===== config.mk =====
export PLATFORM = sky130hd
export DESIGN_NAME = sar_conv_ctrl
export DESIGN_NICKNAME = d
export VERILOG_FILES = /design/src/rtl/sar_pkg.sv /design/src/rtl/sar_sequencer.sv /design/src/rtl/sar_trial_reg.sv /design/src/rtl/sar_coder.sv /design/src/rtl/sar_conv_ctrl.sv
export SDC_FILE = /design/constraint.sdc
export NUM_CORES = 1
export LEC_CHECK = 0
export BUFFER_PORTS_ARGS = -buffer_cell sky130_fd_sc_hd__buf_4
export CORE_UTILIZATION = 30
export DETAILED_ROUTE_END_ITERATION = 7
export GPL_TIMING_DRIVEN = 1
export PLACE_DENSITY = 0.53
export SYNTH_ARGS = -nofsm -noshare
export SYNTH_HDL_FRONTEND = slang
export SYNTH_SLANG_ARGS = --single-unit

===== constraint.sdc =====
create_clock -name clk -period 2.4 [get_ports clk]
set_input_delay 0.24 -clock clk [delete_from_list [all_inputs] [get_ports clk]]
set_output_delay 0.24 -clock clk [all_outputs]
set_load 0.01 [all_outputs]

===== src/rtl/sar_pkg.sv =====
package sar_pkg;
  typedef enum logic [1:0] {
    ST_IDLE = 2'd0,
    ST_ACQ  = 2'd1,
    ST_CONV = 2'd2
  } sar_state_e;
endpackage


===== src/rtl/sar_sequencer.sv =====
module sar_sequencer
  import sar_pkg::*;
#(
  parameter int W          = 8,
  parameter int ACQ_CYCLES = 2,
  localparam int IDX_W     = $clog2(W),
  localparam int ACQ_W     = $clog2(ACQ_CYCLES + 1)
) (
  input  logic             clk,
  input  logic             rst_n,
  input  logic             start_i,
  output sar_state_e       state_o,
  output logic [IDX_W-1:0] idx_o,
  output logic             load_o,
  output logic             step_o,
  output logic             last_o
);
  localparam logic [IDX_W-1:0] IDX_TOP = IDX_W'(W - 1);
  localparam logic [ACQ_W-1:0] ACQ_TOP = ACQ_W'(ACQ_CYCLES - 1);

  sar_state_e       state_q, state_n;
  logic [IDX_W-1:0] idx_q, idx_n;
  logic [ACQ_W-1:0] acq_q, acq_n;

  assign load_o  = (state_q == ST_IDLE) && start_i;
  assign step_o  = (state_q == ST_CONV);
  assign last_o  = step_o && (idx_q == '0);
  assign state_o = state_q;
  assign idx_o   = idx_q;

  always_comb begin
    state_n = state_q;
    idx_n   = idx_q;
    acq_n   = acq_q;
    unique case (state_q)
      ST_IDLE: if (start_i) begin
        state_n = ST_ACQ;
        acq_n   = ACQ_TOP;
        idx_n   = IDX_TOP;
      end
      ST_ACQ: begin
        if (acq_q == '0) state_n = ST_CONV;
        else             acq_n   = acq_q - 1'b1;
      end
      ST_CONV: begin
        if (idx_q == '0) state_n = ST_IDLE;
        else             idx_n   = idx_q - 1'b1;
      end
      default: state_n = ST_IDLE;
    endcase
  end

  always_ff @(posedge clk or negedge rst_n) begin
    if (!rst_n) begin
      state_q <= ST_IDLE;
      idx_q   <= '0;
      acq_q   <= '0;
    end else begin
      state_q <= state_n;
      idx_q   <= idx_n;
      acq_q   <= acq_n;
    end
  end

  // an accepted start always opens acquisition
  a_r2_start_to_acq: assert property (@(posedge clk) disable iff (!rst_n)
    load_o |=> (state_q == ST_ACQ));
  // the final decision returns the sequencer to idle
  a_r1_last_to_idle: assert property (@(posedge clk) disable iff (!rst_n)
    last_o |=> (state_q == ST_IDLE));
  // a start during acquisition does not end the run
  a_r8_start_busy: assert property (@(posedge clk) disable iff (!rst_n)
    (state_q == ST_ACQ) && start_i |=> (state_q != ST_IDLE));
endmodule


===== src/rtl/sar_trial_reg.sv =====
module sar_trial_reg #(
  parameter int W      = 8,
  localparam int IDX_W = $clog2(W)
) (
  input  logic             clk,
  input  logic             rst_n,
  input  logic             load_i,
  input  logic             step_i,
  input  logic [IDX_W-1:0] idx_i,
  input  logic             cmp_i,
  output logic [W-1:0]     trial_o,
  output logic [W-1:0]     decided_o
);
  localparam logic [W-1:0] MIDSCALE = W'(1) << (W - 1);

  logic [W-1:0] trial_q, trial_n;

  always_comb begin
    trial_n = trial_q;
    if (load_i) begin
      trial_n = MIDSCALE;
    end else if (step_i) begin
      if (!cmp_i) trial_n[idx_i] = 1'b0;
      if (idx_i != '0) trial_n[idx_i - 1'b1] = 1'b1;
    end
  end

  always_ff @(posedge clk or negedge rst_n) begin
    if (!rst_n)                 trial_q <= '0;
    else if (load_i || step_i)  trial_q <= trial_n;
  end

  assign trial_o   = trial_q;
  assign decided_o = trial_n;

  // every conversion begins its search at midscale
  a_r2_midscale: assert property (@(posedge clk) disable iff (!rst_n)
    load_i |=> (trial_o == MIDSCALE));
  // a decision never disturbs bits above the one under test
  a_r1_upper_kept: assert property (@(posedge clk) disable iff (!rst_n)
    step_i && (idx_i == IDX_W'(W - 2)) |=> (trial_o[W-1] == $past(trial_o[W-1])));
endmodule


===== src/rtl/sar_coder.sv =====
module sar_coder #(
  parameter int W = 8
) (
  input  logic [W-1:0] code_i,
  input  logic         bipolar_i,
  output logic [W-1:0] coded_o
);
  always_comb begin
    coded_o = code_i;
    if (bipolar_i) coded_o[W-1] = ~code_i[W-1];
  end
endmodule


===== src/rtl/sar_conv_ctrl.sv =====
module sar_conv_ctrl
  import sar_pkg::*;
#(
  parameter int W          = 8,
  parameter int ACQ_CYCLES = 2,
  parameter int TAG_W      = 4,
  localparam int IDX_W     = $clog2(W)
) (
  input  logic             clk,
  input  logic             rst_n,
  input  logic             start_i,
  input  logic             single_ended_i,
  input  logic             bipolar_i,
  input  logic [TAG_W-1:0] tag_i,
  input  logic             cmp_i,
  output logic             busy_o,
  output logic             track_o,
  output logic [W-1:0]     trial_o,
  output logic             bip_mode_o,
  output logic             done_o,
  output logic [W-1:0]     result_o,
  output logic [TAG_W-1:0] tag_o
);
  sar_state_e       state;
  logic [IDX_W-1:0] idx;
  logic             load, step, last;
  logic [W-1:0]     decided, coded;

  logic             bip_q, bip_n;
  logic [TAG_W-1:0] tag_run_q, tag_run_n;
  logic [W-1:0]     res_q, res_n;
  logic [TAG_W-1:0] tag_out_q, tag_out_n;
  logic             done_q;

  sar_sequencer #(.W(W), .ACQ_CYCLES(ACQ_CYCLES)) u_seq (
    .clk(clk), .rst_n(rst_n), .start_i(start_i),
    .state_o(state), .idx_o(idx), .load_o(load), .step_o(step), .last_o(last)
  );

  sar_trial_reg #(.W(W)) u_trial (
    .clk(clk), .rst_n(rst_n), .load_i(load), .step_i(step), .idx_i(idx),
    .cmp_i(cmp_i), .trial_o(trial_o), .decided_o(decided)
  );

  sar_coder #(.W(W)) u_coder (
    .code_i(decided), .bipolar_i(bip_q), .coded_o(coded)
  );

  always_comb begin
    bip_n     = bip_q;
    tag_run_n = tag_run_q;
    res_n     = res_q;
    tag_out_n = tag_out_q;
    if (load) begin
      bip_n     = !single_ended_i && bipolar_i;
      tag_run_n = tag_i;
    end
    if (last) begin
      res_n     = coded;
      tag_out_n = tag_run_q;
    end
  end

  always_ff @(posedge clk or negedge rst_n) begin
    if (!rst_n) begin
      bip_q     <= 1'b0;
      tag_run_q <= '0;
      res_q     <= '0;
      tag_out_q <= '0;
      done_q    <= 1'b0;
    end else begin
      if (load) begin
        bip_q     <= bip_n;
        tag_run_q <= tag_run_n;
      end
      if (last) begin
        res_q     <= res_n;
        tag_out_q <= tag_out_n;
      end
      done_q <= last;
    end
  end

  assign busy_o     = (state != ST_IDLE);
  assign track_o    = (state == ST_ACQ);
  assign bip_mode_o = bip_q;
  assign done_o     = done_q;
  assign result_o   = res_q;
  assign tag_o      = tag_out_q;

  // done lasts a single cycle
  a_r7_done_pulse: assert property (@(posedge clk) disable iff (!rst_n)
    done_o |=> !done_o);
  // result and tag move only together with done
  a_r7_result_hold: assert property (@(posedge clk) disable iff (!rst_n)
    !done_o |-> ($stable(result_o) && $stable(tag_o)));
  // done follows directly on a conversion cycle
  a_r1_done_after_conv: assert property (@(posedge clk) disable iff (!rst_n)
    done_o |-> $past(busy_o && !track_o));
  // single-ended capture never enables the half-scale offset
  a_r3_se_unipolar: assert property (@(posedge clk) disable iff (!rst_n)
    load && single_ended_i |=> !bip_mode_o);
endmodule


# After elaboration in Yosys (flattened, before gate mapping)

Cells that the tools add are included.

Register bits: 33
Bits in latches: 0
Bits in writable memories: 0
Memory bits (read-only): 0
Input bits: 10
Output and inout bits: 24
Logic and storage cells: 63
Memories kept: 0

Add/subtract/negate cells: 2
$mul: 0
Div/mod/pow operators: 0
Magnitude comparators: 4
Equality and inequality tests: 7
Shift-type cells: 0
Multiplexer cells: 20
Bitwise logic cells: 4
Reductions and logical operators: 17

Operator list:

| operator                                                          | number |
|---|---|
| 2-to-1 mux 8 bit                                                  | 6 |
| AND reduction 3 bit                                               | 3 |
| AND 8 bit                                                         | 1 |
| < comparator 3 x 4 -> 1 bit, second input constant                | 2 |
| 2-to-1 mux 2 bit                                                  | 4 |
| != test 2 bit, second input constant                              | 4 |
| NOT 8 bit                                                         | 1 |
| bitwise OR 8 bit                                                  | 1 |
| demux 1 bit (select 3 bit)                                        | 2 |
| greater-or-equal comparator 3 x 1 -> 1 bit, second input constant | 2 |
| 2-to-1 mux 3 bit                                                  | 2 |
| case mux 2 bit (3 select lines)                                   | 1 |
| case mux 3 bit (2 select lines)                                   | 1 |
| nonzero test 2 bit                                                | 3 |
| logical AND 1 bit                                                 | 5 |
| logical NOT 2 bit                                                 | 2 |
| case mux 2 bit (2 select lines)                                   | 1 |
| logical NOT 3 bit                                                 | 1 |
| 2-to-1 mux 1 bit                                                  | 3 |
| nonzero test 3 bit                                                | 1 |
| subtractor 3 x 1 -> 3 bit, second input constant                  | 1 |
| == test 2 x 1 -> 1 bit, second input constant                     | 1 |
| == test 2 bit, second input constant                              | 1 |
| != test 2 x 1 -> 1 bit, second input constant                     | 1 |
| 4 further kinds                                                   | 4 |

# Logic depth before layout (Yosys ltp)

Gate-level depths: netlist of run 1.

Word-level depth: 15
Gate-level depth with buffers: 9
Mapped depth without buffers: 7

# Hierarchy

From an unflattened synthesis of run 1, not the netlist that was laid out.

Cells, all modules: 140
Area, all modules: 1,702.9 um^2

By module, submodules not included:

| module        | times used | cells each | area each (um^2) | seq. area each (um^2) |
|---|---|---|---|---|
| sar_conv_ctrl | 1          | 40         | 708.2            | 450.4 |
| sar_trial_reg | 1          | 53         | 544.3            | 200.2 |
| sar_sequencer | 1          | 39         | 389.1            | 175.2 |
| sar_coder     | 1          | 8          | 61.3             | 0.0 |

# Least setup slack after synthesis of run 1

OpenSTA, ideal clock, no wires.

Kind: reg-to-reg
From: reg u_seq.idx_q[0], in the netlist u_seq.idx_o[0]
To: reg res_q[1], in the netlist result_o[1]
Setup time: 0.092 ns
Data arrival time: 1.603 ns
Data required time: 2.308 ns
Slack: 0.706 ns
Cell stages (with the launch flop): 8
Buffers on the path: 1
Period minus slack after synthesis: 1.694 ns
Path through: dfrtp_1 buf_2 inv_1 ha_1 or3_4 a21oi_2 a21oi_1 o31ai_2

Word-level cells in the longest chain between the ends: 13
Elaborated cells between the ends (all ways): 23
Classes of those cells: 1 x add/sub; 4 x order compare; 10 x mux; 3 x bitwise; 5 x reduce/logical

Ends and longest elaborated chain:

| element                                                                                                         | RTL line            | source |
|---|---|---|
| from (decl)                                                                                                     | sar_sequencer.sv:22 | `logic [IDX_W-1:0] idx_q, idx_n;` |
| from (signal assigned)                                                                                          | sar_sequencer.sv:60 | `idx_q <= idx_n;` |
| < comparator 3 x 4 -> 1 bit (not written as such) or greater-or-equal comparator 3 x 1 -> 1 bit (tied branches) | sar_trial_reg.sv:23 | `if (!cmp_i) trial_n[idx_i] = 1'b0;` |
| logical AND 1 bit (not written as such)                                                                         | sar_trial_reg.sv:23 |  |
| 2-to-1 mux 1 bit (not written as such)                                                                          | sar_trial_reg.sv:23 |  |
| demux 1 bit (select 3 bit)                                                                                      | n/a                 |  |
| NOT 8 bit (no source line)                                                                                      | n/a                 |  |
| AND 8 bit (no source line)                                                                                      | n/a                 |  |
| 2-to-1 mux 8 bit                                                                                                | sar_trial_reg.sv:23 |  |
| 2-to-1 mux 8 bit                                                                                                | sar_trial_reg.sv:22 | `end else if (step_i) begin` |
| 2-to-1 mux 8 bit                                                                                                | sar_trial_reg.sv:20 | `if (load_i) begin` |
| bitwise OR 8 bit (no source line)                                                                               | n/a                 |  |
| 2-to-1 mux 8 bit                                                                                                | sar_trial_reg.sv:24 | `if (idx_i != '0) trial_n[idx_i - 1'b1] = 1'b1;` |
| 2-to-1 mux 8 bit                                                                                                | sar_trial_reg.sv:22 |  |
| 2-to-1 mux 8 bit                                                                                                | sar_trial_reg.sv:20 |  |
| to (signal assigned)                                                                                            | sar_conv_ctrl.sv:77 | `res_q <= res_n;` |
| to (decl)                                                                                                       | sar_conv_ctrl.sv:31 | `logic [W-1:0] res_q, res_n;` |

Parallel ways exist; a longest one is shown, timed or not. The select of a mux whose other input is x is not followed.
A chain may end at the register's enable or synchronous reset.

# Worst setup path in the final report of run 1

From: reg u_seq.idx_q[0], in the netlist u_seq.idx_o[0]
To: reg res_q[4], in the netlist result_o[4]

The elaborated chain is that of the path after synthesis.

==> results of run 1 <==
[stage by stage]
step / total power [mW] / cell area (sq um) / utilization (%) / hold slack, ps
after floorplan: 1.36 / 1610 / - / -55.6
after global placement: 1.67 / 1900 / 36.9 / 209
after detailed placement: 1.67 / 1900 / 36.9 / 211
after CTS: 2.13 / 2010 / 39.0 / 147
after global routing: 2.26 / 2010 / 39.0 / 166
final: 2.10 / 2010 / 39.0 / 153
[Yosys cell counts (all sizes together)]
cell type,instances
inv,9
o21ai,8
a21oi,10
nand3,2
nor2,8
a211oi,1
o31ai,3
or3,2
nand3b,2
or2,2
buf,6
or3b,1
nor2b,1
nor3,2
nor3b,2
o211ai,2
o32a,1
ha,3
a21o,2
o22ai,2
o31a,1
nand2,41
and2,1
xnor2,1
and3,1
a21boi,1
mux2,2
dfrtp,33
o41ai,1
o21bai,1
o211a,1
a31oi,4
nand2b,4
o311ai,1
and2b,2
[logic make-up (layout without fill, tap and decap cells)]
| family | Yosys count | in the layout | share of synthesized area, % |
|---|---|---|---|
| and+or+nand+nor | 71 | 71 | 22.0 |
| AOI/OAI and AO/OA | 39 | 39 | 17.4 |
| DFF | 33 | 33 | 51.4 |
| buffers and inverters | 15 | 51 | 4.91 |
| adders and majority gates | 3 | 3 | 2.34 |
| muxes | 2 | 2 | 1.40 |
| xor gates and xnor gates | 1 | 1 | 0.546 |
[power by group through the flow]
| stage | registers [mW] | logic [mW] | clock network (mW) |
|---|---|---|---|
| after global placement | 0.882 | 0.788 | 0 |
| after global routing | 0.899 | 0.874 | 0.488 |
| after detailed placement | 0.882 | 0.789 | 0 |
| after floorplan | 0.864 | 0.498 | 0 |
| after CTS | 0.872 | 0.793 | 0.465 |
| final | 0.868 | 0.781 | 0.446 |
[state kept, by name (all words and copies together), names as in the netlist]
signal / flops
result_o: 8
u_trial.trial_o: 8
tag_o: 4
tag_run_q: 4
u_seq.idx_o: 3
u_seq.acq_q: 2
u_seq.state_o: 2
bip_mode_o: 1
done_o: 1
[worst max-delay path by stage]
stage                    from          end  slack, ps  depth (start not counted)
4_1_cts        u_seq.idx_o[0]  result_o[4]        390                          6
2_1_floorplan  u_seq.idx_o[0]  result_o[1]        710                          7
3_3_place_gp   u_seq.idx_o[0]  result_o[4]        460                          6
5_1_grt        u_seq.idx_o[0]  result_o[4]        240                          6
3_5_place_dp   u_seq.idx_o[0]  result_o[4]        390                          6
6_report       u_seq.idx_o[0]  result_o[4]        380                          6
[metal layers]
layer,track usage (%),vias up
met2,20.5,35
met4,3.70,0
met3,3.61,2
met1,19.3,587
li1,-,631
met5,0,-
[layout make-up]
class	instances	area share, %
sequential	33	41.1
clock buffer	7	4.80
multi-input combinational	116	34.9
timing repair buffer	34	12.8
clock inverter	1	0.249
inverter	9	1.68
tap	70	4.36
[worst max-delay path: cells and delay by family (launching register included)]
kind | cells | cell delay, ps
and+or+nand+nor | 2 | 350
buffers and inverters | 2 | 490
DFF | 1 | 480
adders and majority gates | 1 | 210
muxes | 1 | 370
==> flow_metrics.env, run 1 <==
export IMPL_fin_skew_ps=5.06
export IMPL_switching_share_pct=36.4
export IMPL_crit_fanout=15
export IMPL_via_per_inst=4.65
export IMPL_seq_power_share_pct=41.4
export IMPL_switchingPower_mw=0.762
export IMPL_fmax_mhz=494
export IMPL_route_detailed_wl_per_inst_um=13.1
export IMPL_setup_viol=0
export IMPL_clk_pin_slew_ps=70
export IMPL_period_minus_slack_ps=2020
export IMPL_initial_utilization_pct=31.2
export IMPL_max_cap_violations=0
export IMPL_drive_gt1_share_pct=27.5
export IMPL_status="completed"
export IMPL_power_frac_comb_pct=37.3
export IMPL_hold_violations=0
export IMPL_htreeDepth=2
export IMPL_grt_use_total_pct=13.6
export IMPL_ant_nets=0
export IMPL_worstHoldEndpoint="tag_run_q[3]"
export IMPL_cts_tree="built"
export IMPL_dr_pass1_iters=6
export IMPL_holdCritStartpoint="tag_i[3]"
export IMPL_port_buffers=33
export IMPL_seqCellArea_sq_um=826
export IMPL_syn_avg_cell_area_sq_um=9.79
export IMPL_antenna_found_initial=0
export IMPL_worstPathRequired_ps=2560
export IMPL_fillers=556
export IMPL_met1_length_um=1700
export IMPL_rsz0062_at_grt="false"
export IMPL_r2r_end="result_o[4]"
export IMPL_worst_slack_ps=378
export IMPL_pre_cts_slack_ps=386
export IMPL_path_class="reg2reg"
export IMPL_numCtsBuffers=5
export IMPL_powerDensity_mw_per_mm2=1040
export IMPL_post_dp_hpwl_um=2640
export IMPL_min_period_over_period_pct=84.3
export IMPL_met2_wirelength_um=1640
export IMPL_core_area_sq_mm=0.00514
export IMPL_hp_class="in2reg"
export IMPL_nets=212
export IMPL_p_leak_nw=0.992
export IMPL_antenna_cells=0
export IMPL_grt_pass1_wl_um=5710
export IMPL_first_global_vias=1186
export IMPL_area_growth_pct=25.0
export IMPL_instances_no_fill=270
export IMPL_netlist_cell_type_count=46
export IMPL_max_stage_delay_ps=480
export IMPL_crit_path_cell_trace="inv_1 > ha_1 > and2b_1 > nand2_4 > inv_1 > mux2_2"
export IMPL_dieWidth_um=75.2
export IMPL_intPower_mw=1.33
export IMPL_yosys_warnings=0
export IMPL_clkSinkCount=33
export IMPL_multi_input_area_sq_um=701
export IMPL_slew_violations=0
export IMPL_top_layer="met4"
export IMPL_synth_area_leaders="dfrtp_1 (51%), nand2_1 (9.4%), a21oi_1 (2.8%)"
export IMPL_irDropWorstVdd_uv=534
export IMPL_clockRootBuffer="clkbuf_8"
export IMPL_grt_max_degree=34
export IMPL_drt_iter0_markers=47
export IMPL_fin_tns_setup_ps=0
export IMPL_cpMostUsedCell="inv_1"
export IMPL_rrSetupSlack_ps=380
export IMPL_yosysTopAreaCellShare_pct=51.4
export IMPL_drc=0
export IMPL_die_area_sq_mm=0.00565
export IMPL_netlist_area_sq_mm=0.00161
export IMPL_globalplace_congestion=0.824
export IMPL_cp_start_kind="register"
export IMPL_post_cts_resized=0
export IMPL_netlist_instances=164
export IMPL_dr_wl_met3_um=165
export IMPL_relSlewSlack_pct=60.4
export IMPL_ios=34
export IMPL_synth_seq_cells=33
export IMPL_overflow=0
export IMPL_synth_seq_area_share_pct=51.4
export IMPL_cp_arrival_ps=2190
export IMPL_hold_path_depth=3
export IMPL_endpoint_kind="register"
export IMPL_hold_buffers=1
export IMPL_wirelength_um=3530
export IMPL_clk_latency_ps=270
export IMPL_slowest_stage="dfrtp_1"
export IMPL_max_slew_worst_pin_slew_ps=592
export IMPL_postCtsSetupBuffers=0
export IMPL_r2r_start="u_seq.idx_o[0]"
export IMPL_yosys_area_top_type="dfrtp_1"
export IMPL_die_h_um=75.2
export IMPL_rr_worst_depth=6
export IMPL_ctsLongestPathBuffers=2
export IMPL_num_vias=1255
export IMPL_layout_commonest_cell="nand2_1"
export IMPL_row_count=26
export IMPL_syn_nets=177
export IMPL_clock_power_share_pct=21.3
export IMPL_layout_common_cells="nand2_1 (40), dfrtp_1 (33), buf_4 (33)"
export IMPL_dp_cells=261
Note: power is estimated with default switching activity, not from simulation.
==> inputs of run 2 (changes only) <==
--- a/config.mk
+++ b/config.mk
@@ -5,11 +5,12 @@
 export SDC_FILE = /design/constraint.sdc
 export NUM_CORES = 1
 export LEC_CHECK = 0
+export ABC_AREA = 1
 export BUFFER_PORTS_ARGS = -buffer_cell sky130_fd_sc_hd__buf_4
 export CORE_UTILIZATION = 30
 export DETAILED_ROUTE_END_ITERATION = 7
 export GPL_TIMING_DRIVEN = 1
-export PLACE_DENSITY = 0.53
+export PLACE_DENSITY = 0.55
 export SYNTH_ARGS = -nofsm -noshare
 export SYNTH_HDL_FRONTEND = slang
 export SYNTH_SLANG_ARGS = --single-unit
==> constraint.sdc (replaced) <==
create_clock -name clk -period 1.8 [get_ports clk]
set_input_delay 0.18 -clock clk [delete_from_list [all_inputs] [get_ports clk]]
set_output_delay 0.18 -clock clk [all_outputs]
set_load 0.01 [all_outputs]
==> flow_metrics.env, run 2 <==
export IMPL_ios=34
export IMPL_via_per_inst=4.31
export IMPL_drt_iter0_markers=52
export IMPL_yosys_area_top_type="dfrtp_1"
export IMPL_min_period_over_period_pct=86.8
export IMPL_overflow=0
export IMPL_die_h_um=72.4
export IMPL_clk_latency_ps=280
export IMPL_synthTopCellsByCount="nand2_1 (48), dfrtp_1 (33), inv_1 (18)"
export IMPL_dieWidth_um=72.4
export IMPL_yosysMostFrequentCell="nand2_1"
export IMPL_dr_pass1_iters=4
export IMPL_cp_start_kind="register"
export IMPL_die_area_sq_mm=0.00524
export IMPL_synth_seq_area_share_pct=55.5
export IMPL_synth_area_leaders="dfrtp_1 (56%), nand2_1 (12%), inv_1 (4.5%)"
export IMPL_worstPathRequired_ps=1960
export IMPL_rsz0062_at_grt="false"
export IMPL_max_cap_violations=0
export IMPL_synth_async_reset_ratio_pct=100
export IMPL_fmax_mhz=640
export IMPL_netlist_cell_type_count=21
export IMPL_layout_common_cells="nand2_1 (48), buf_4 (36), dfrtp_1 (33)"
export IMPL_route_detailed_wl_per_inst_um=11.2
export IMPL_irDropWorstVdd_uv=567
export IMPL_endpoint_kind="register"
export IMPL_finalPower_mw=3.40
export IMPL_cp_arrival_ps=1730
export IMPL_antenna_found_initial=0
export IMPL_p_leak_nw=0.983
export IMPL_setup_viol=0
export IMPL_period_minus_slack_ps=1560
export IMPL_synth_ff_type="dfrtp_1"
export IMPL_globalplace_congestion=0.882
export IMPL_fin_skew_ps=6.79
export IMPL_ctsLongestPathBuffers=2
export IMPL_path_class="reg2reg"
export IMPL_final_util_pct=41.1
export IMPL_ant_nets=0
export IMPL_fin_tns_setup_ps=0
export IMPL_synth_edff_count=0
export IMPL_pre_cts_slack_ps=258
export IMPL_instances_no_fill=280
export IMPL_wirelength_um=3130
export IMPL_numCtsBuffers=5
export IMPL_grt_pass1_wl_um=4990
export IMPL_clk_pin_slew_ps=70
export IMPL_syn_nets=183
export IMPL_syn_avg_cell_area_sq_um=8.75
export IMPL_yosys_warnings=0
export IMPL_dp_cells=271
export IMPL_nets=225
export IMPL_crit_fanout=6
export IMPL_initial_utilization_pct=31.3
export IMPL_status="completed"
export IMPL_drc=0
export IMPL_hold_violations=0
export IMPL_max_slew_worst_pin_slew_ps=414
export IMPL_synth_seq_cells=33
export IMPL_netlist_instances=170
export IMPL_core_area_sq_mm=0.00475
export IMPL_row_count=25
export IMPL_grt_use_total_pct=12.9
export IMPL_hp_class="in2reg"
export IMPL_yosysTopAreaCellShare_pct=55.5
export IMPL_grt_max_degree=34
export IMPL_num_vias=1207
export IMPL_area_growth_pct=31.5
export IMPL_first_global_vias=1069
export IMPL_clkSinkCount=33
export IMPL_netlist_area_sq_mm=0.00149
export IMPL_cts_tree="built"
export IMPL_worst_slack_ps=237
export IMPL_powerDensity_mw_per_mm2=1740
export IMPL_htreeDepth=2
export IMPL_drive_gt1_share_pct=29.6
export IMPL_relSlewSlack_pct=72.4
export IMPL_slew_violations=0
export IMPL_post_dp_hpwl_um=2290
export IMPL_port_buffers=33
export IMPL_antenna_cells=0
export IMPL_clockRootBuffer="clkbuf_8"
export IMPL_layout_commonest_cell="nand2_1"
export IMPL_fillers=489
==> run 2: changes by cell type in the layout (fill, tap and decap cells not counted), moves of 4 or more <==
cell     delta
nand3_1     +6
nand2_1     +8
o21ai_1     +4
o21ai_2     +7
o21ai_0     +8
inv_2       +7
a21oi_1     -9
inv_1       +9
==> run 2: final timing paths <==
kind | from | end | slack, ps | cells past startpoint
worst min-delay path | tag_i[2] | tag_run_q[2] | 100 | 3
min in group asynchronous | rst_n | tag_o[0] | 370 | 2
worst max-delay path | u_seq.idx_o[1] | u_seq.idx_o[1] | 240 | 9
worst max register to register | u_seq.idx_o[1] | u_seq.idx_o[1] | 240 | 9
max in group asynchronous | rst_n | bip_mode_o | 1130 | 2
worst min register to register | result_o[5] | result_o[5] | 480 | 2
==> run 2: routing by layer <==
layer,track usage (%),wire (um),vias to the layer above
li1,-,-,619
met1,16.9,1570,554
met2,19.4,1390,30
met3,4.58,133,4
met4,5.23,34,0
met5,0,0,-
==> run 2: final cells by class <==
type / count / area [sq um] / area share (%)
clock inverter: 1 / 30.0 / 1.54
clock buffer: 7 / 86.3 / 4.41
sequential: 33 / 826 / 42.2
tap: 67 / 83.8 / 4.29
multi-input combinational: 110 / 556 / 28.4
inverter: 25 / 93.8 / 4.80
timing repair buffer: 37 / 280 / 14.3
==> run 2: what timing repair did <==
item,4_1_cts,5_1_grt
setup endpoints to repair,0,0
hold endpoints to repair,33,0
gates resized for setup,0,0
setup buffers,0,0
hold buffers,1,0
==> run 2: critical path, stage by stage, from the launching register on <==
cell	delay, ps
dfrtp_1	410
inv_1	160
ha_1	170
nand2_1	110
nand2_2	140
inv_2	60
nor2_1	140
inv_1	90
o21ai_0	70
o21ai_0	100
==> run 2: cell families after synthesis <==
family          count (synthesis)  synth area share [%]
compound gates                 30                  12.4
buf+inv                        27                  7.15
flops                          33                  55.5
simple gates                   77                  22.4
fa+ha+maj                       3                  2.52
==> run 2: report_power, final <==
group          switching [mW]  total (mW)  internal [mW]  leakage, nW
combinational           0.831        1.43          0.599        0.523
clock                   0.267       0.719          0.451       0.0585
sequential              0.192        1.25           1.06        0.402
==> run 2: metrics by stage <==
step,cell area (sq um),hold WS (ps)
3_3_place_gp,1830,152
3_5_place_dp,1830,153
4_1_cts,1960,85.9
2_1_floorplan,1490,-116
6_report,1960,98.0
5_1_grt,1960,104
==> inputs of run 3 (changes only) <==
--- a/config.mk
+++ b/config.mk
@@ -10,7 +10,8 @@
 export CORE_UTILIZATION = 30
 export DETAILED_ROUTE_END_ITERATION = 7
 export GPL_TIMING_DRIVEN = 1
-export PLACE_DENSITY = 0.55
+export PLACE_DENSITY = 0.53
+export REMOVE_ABC_BUFFERS = 1
 export SYNTH_ARGS = -nofsm -noshare
 export SYNTH_HDL_FRONTEND = slang
 export SYNTH_SLANG_ARGS = --single-unit
==> constraint.sdc (replaced) <==
create_clock -name clk -period 2 [get_ports clk]
set_input_delay 0.2 -clock clk [delete_from_list [all_inputs] [get_ports clk]]
set_output_delay 0.2 -clock clk [all_outputs]
set_load 0.01 [all_outputs]
==> flow_metrics.env, run 3 (synthesized netlist as in run 2, its figures left out) <==
export IMPL_fmax_mhz=643
export IMPL_dr_pass1_iters=4
export IMPL_overflow=0
export IMPL_grt_use_total_pct=13.3
export IMPL_min_period_over_period_pct=77.8
export IMPL_postCtsSetupBuffers=0
export IMPL_p_leak_nw=0.978
export IMPL_grt_pass1_wl_um=5120
export IMPL_drive_gt1_share_pct=29.2
export IMPL_setup_viol=0
export IMPL_clock_power_share_pct=21.0
export IMPL_slowest_stage="dfrtp_1"
export IMPL_cts_tree="built"
export IMPL_num_vias=1197
export IMPL_crit_fanout=5
export IMPL_layout_common_cells="nand2_1 (48), buf_4 (35), dfrtp_1 (33)"
export IMPL_dp_cells=270
export IMPL_fin_tns_setup_ps=0
export IMPL_switching_share_pct=37.8
export IMPL_grt_max_degree=34
export IMPL_worstSetupStartpoint="u_seq.idx_o[0]"
export IMPL_finalPower_mw=3.04
export IMPL_met2_wirelength_um=1320
export IMPL_instances_no_fill=279
export IMPL_top_layer="met4"
export IMPL_irDropWorstVdd_uv=530
export IMPL_hp_class="in2reg"
export IMPL_row_count=25
export IMPL_rsz0062_at_grt="false"
export IMPL_met1_length_um=1500
export IMPL_hold_violations=0
export IMPL_r2r_start="u_seq.idx_o[0]"
export IMPL_max_slew_worst_pin_slew_ps=414
export IMPL_intPower_mw=1.89
export IMPL_dieWidth_um=72.4
export IMPL_clk_pin_slew_ps=70
export IMPL_period_minus_slack_ps=1560
export IMPL_status="completed"
export IMPL_ios=34
export IMPL_die_h_um=72.4
export IMPL_worstPathRequired_ps=2220
export IMPL_initial_utilization_pct=31.3
export IMPL_worst_slack_ps=444
export IMPL_switchingPower_mw=1.15
export IMPL_fin_hold_ws_ps=112
export IMPL_core_area_sq_mm=0.00475
export IMPL_power_frac_comb_pct=42.1
export IMPL_fillers=507
export IMPL_relSlewSlack_pct=72.4
export IMPL_endpoint_kind="register"
export IMPL_drt_iter0_markers=49
export IMPL_globalplace_congestion=0.904
export IMPL_fin_skew_ps=4.77
export IMPL_slew_violations=0
export IMPL_antenna_found_initial=0
export IMPL_htreeDepth=2
export IMPL_ctsLongestPathBuffers=2
export IMPL_cp_start_kind="register"
export IMPL_die_area_sq_mm=0.00524
export IMPL_port_buffers=33
export IMPL_first_global_vias=1131
export IMPL_cp_arrival_ps=1770
export IMPL_final_util_pct=41.0
export IMPL_max_stage_delay_ps=450
export IMPL_seq_power_share_pct=36.9
export IMPL_post_dp_hpwl_um=2240
export IMPL_drc=0
export IMPL_path_class="reg2reg"
export IMPL_area_growth_pct=31.0
export IMPL_wirelength_um=3080
export IMPL_pre_cts_slack_ps=454
export IMPL_clkSinkCount=33
export IMPL_clk_latency_ps=290
export IMPL_holdCritStartpoint="tag_i[0]"
export IMPL_max_cap_violations=0
export IMPL_finalInstanceArea_sq_mm=0.00195
export IMPL_clockRootBuffer="clkbuf_8"
export IMPL_ant_nets=0
export IMPL_nets=224
export IMPL_crit_path_cell_trace="inv_2 > ha_1 > nand2_1 > nand2_2 > inv_2 > nand2_2 > o21ai_1 > inv_1 > o21ai_1"
export IMPL_numCtsBuffers=5
export IMPL_layout_commonest_cell="nand2_1"
export IMPL_powerDensity_mw_per_mm2=1560
export IMPL_dr_wl_met3_um=186
export IMPL_place_area_sq_mm=0.00182
export IMPL_route_detailed_wl_per_inst_um=11.0
export IMPL_via_per_inst=4.29
export IMPL_antenna_cells=0
-- run 3: changes by cell type in the layout (fill, tap and decap cells not counted), sizes merged --
cell | previous run | this run
buf | 36 | 35
-- run 3: power by group through the flow --
stage / clock, mW / sequential [mW] / combinational, mW
2_1_floorplan: 0 / 1.19 / 0.700
3_3_place_gp: 0 / 1.14 / 1.28
3_5_place_dp: 0 / 1.14 / 1.28
4_1_cts: 0.664 / 1.12 / 1.29
5_1_grt: 0.690 / 1.16 / 1.45
6_report: 0.638 / 1.12 / 1.28
-- run 3: layer usage --
metal | GRT usage, % | up-vias
met2 | 19.5 | 34
li1 | - | 618
met3 | 5.42 | 8
met5 | 0 | -
met4 | 4.58 | 0
met1 | 17.6 | 537
-- run 3: worst max-delay path: cells and delay by family (launching register included) --
family	cells	cell delay, ps
AOI/OAI and AO/OA	2	250
adders and majority gates	1	210
buffers and inverters	3	250
DFF	1	450
and+or+nand+nor	3	330
-- run 3: timing repair --
action / 4_1_cts / 5_1_grt
hold buffers: 1 / 0
resized for setup: 0 / 0
endpoints found under the hold margin: 33 / 0
-- run 3: area by class of cell --
type	count	area, sq um	area share [%]
clock buffers	7	86.3	4.43
clock inverters	1	30.0	1.54
inverters	25	93.8	4.82
multi-input cells	110	556	28.5
flip-flops and latches	33	826	42.4
well taps	67	83.8	4.30
repair buffers	36	273	14.0
-- run 3: worst paths after layout --
path                                  endpoint  slack [ps]  depth (start not counted)
worst min register to register        tag_o[1]         480                          2
worst max register to register     result_o[2]         440                          9
min in group asynchronous       u_seq.idx_o[2]         390                          2
worst min-delay path              tag_run_q[0]         110                          3
worst max-delay path               result_o[2]         440                          9
max in group asynchronous       u_seq.acq_q[0]        1310                          2
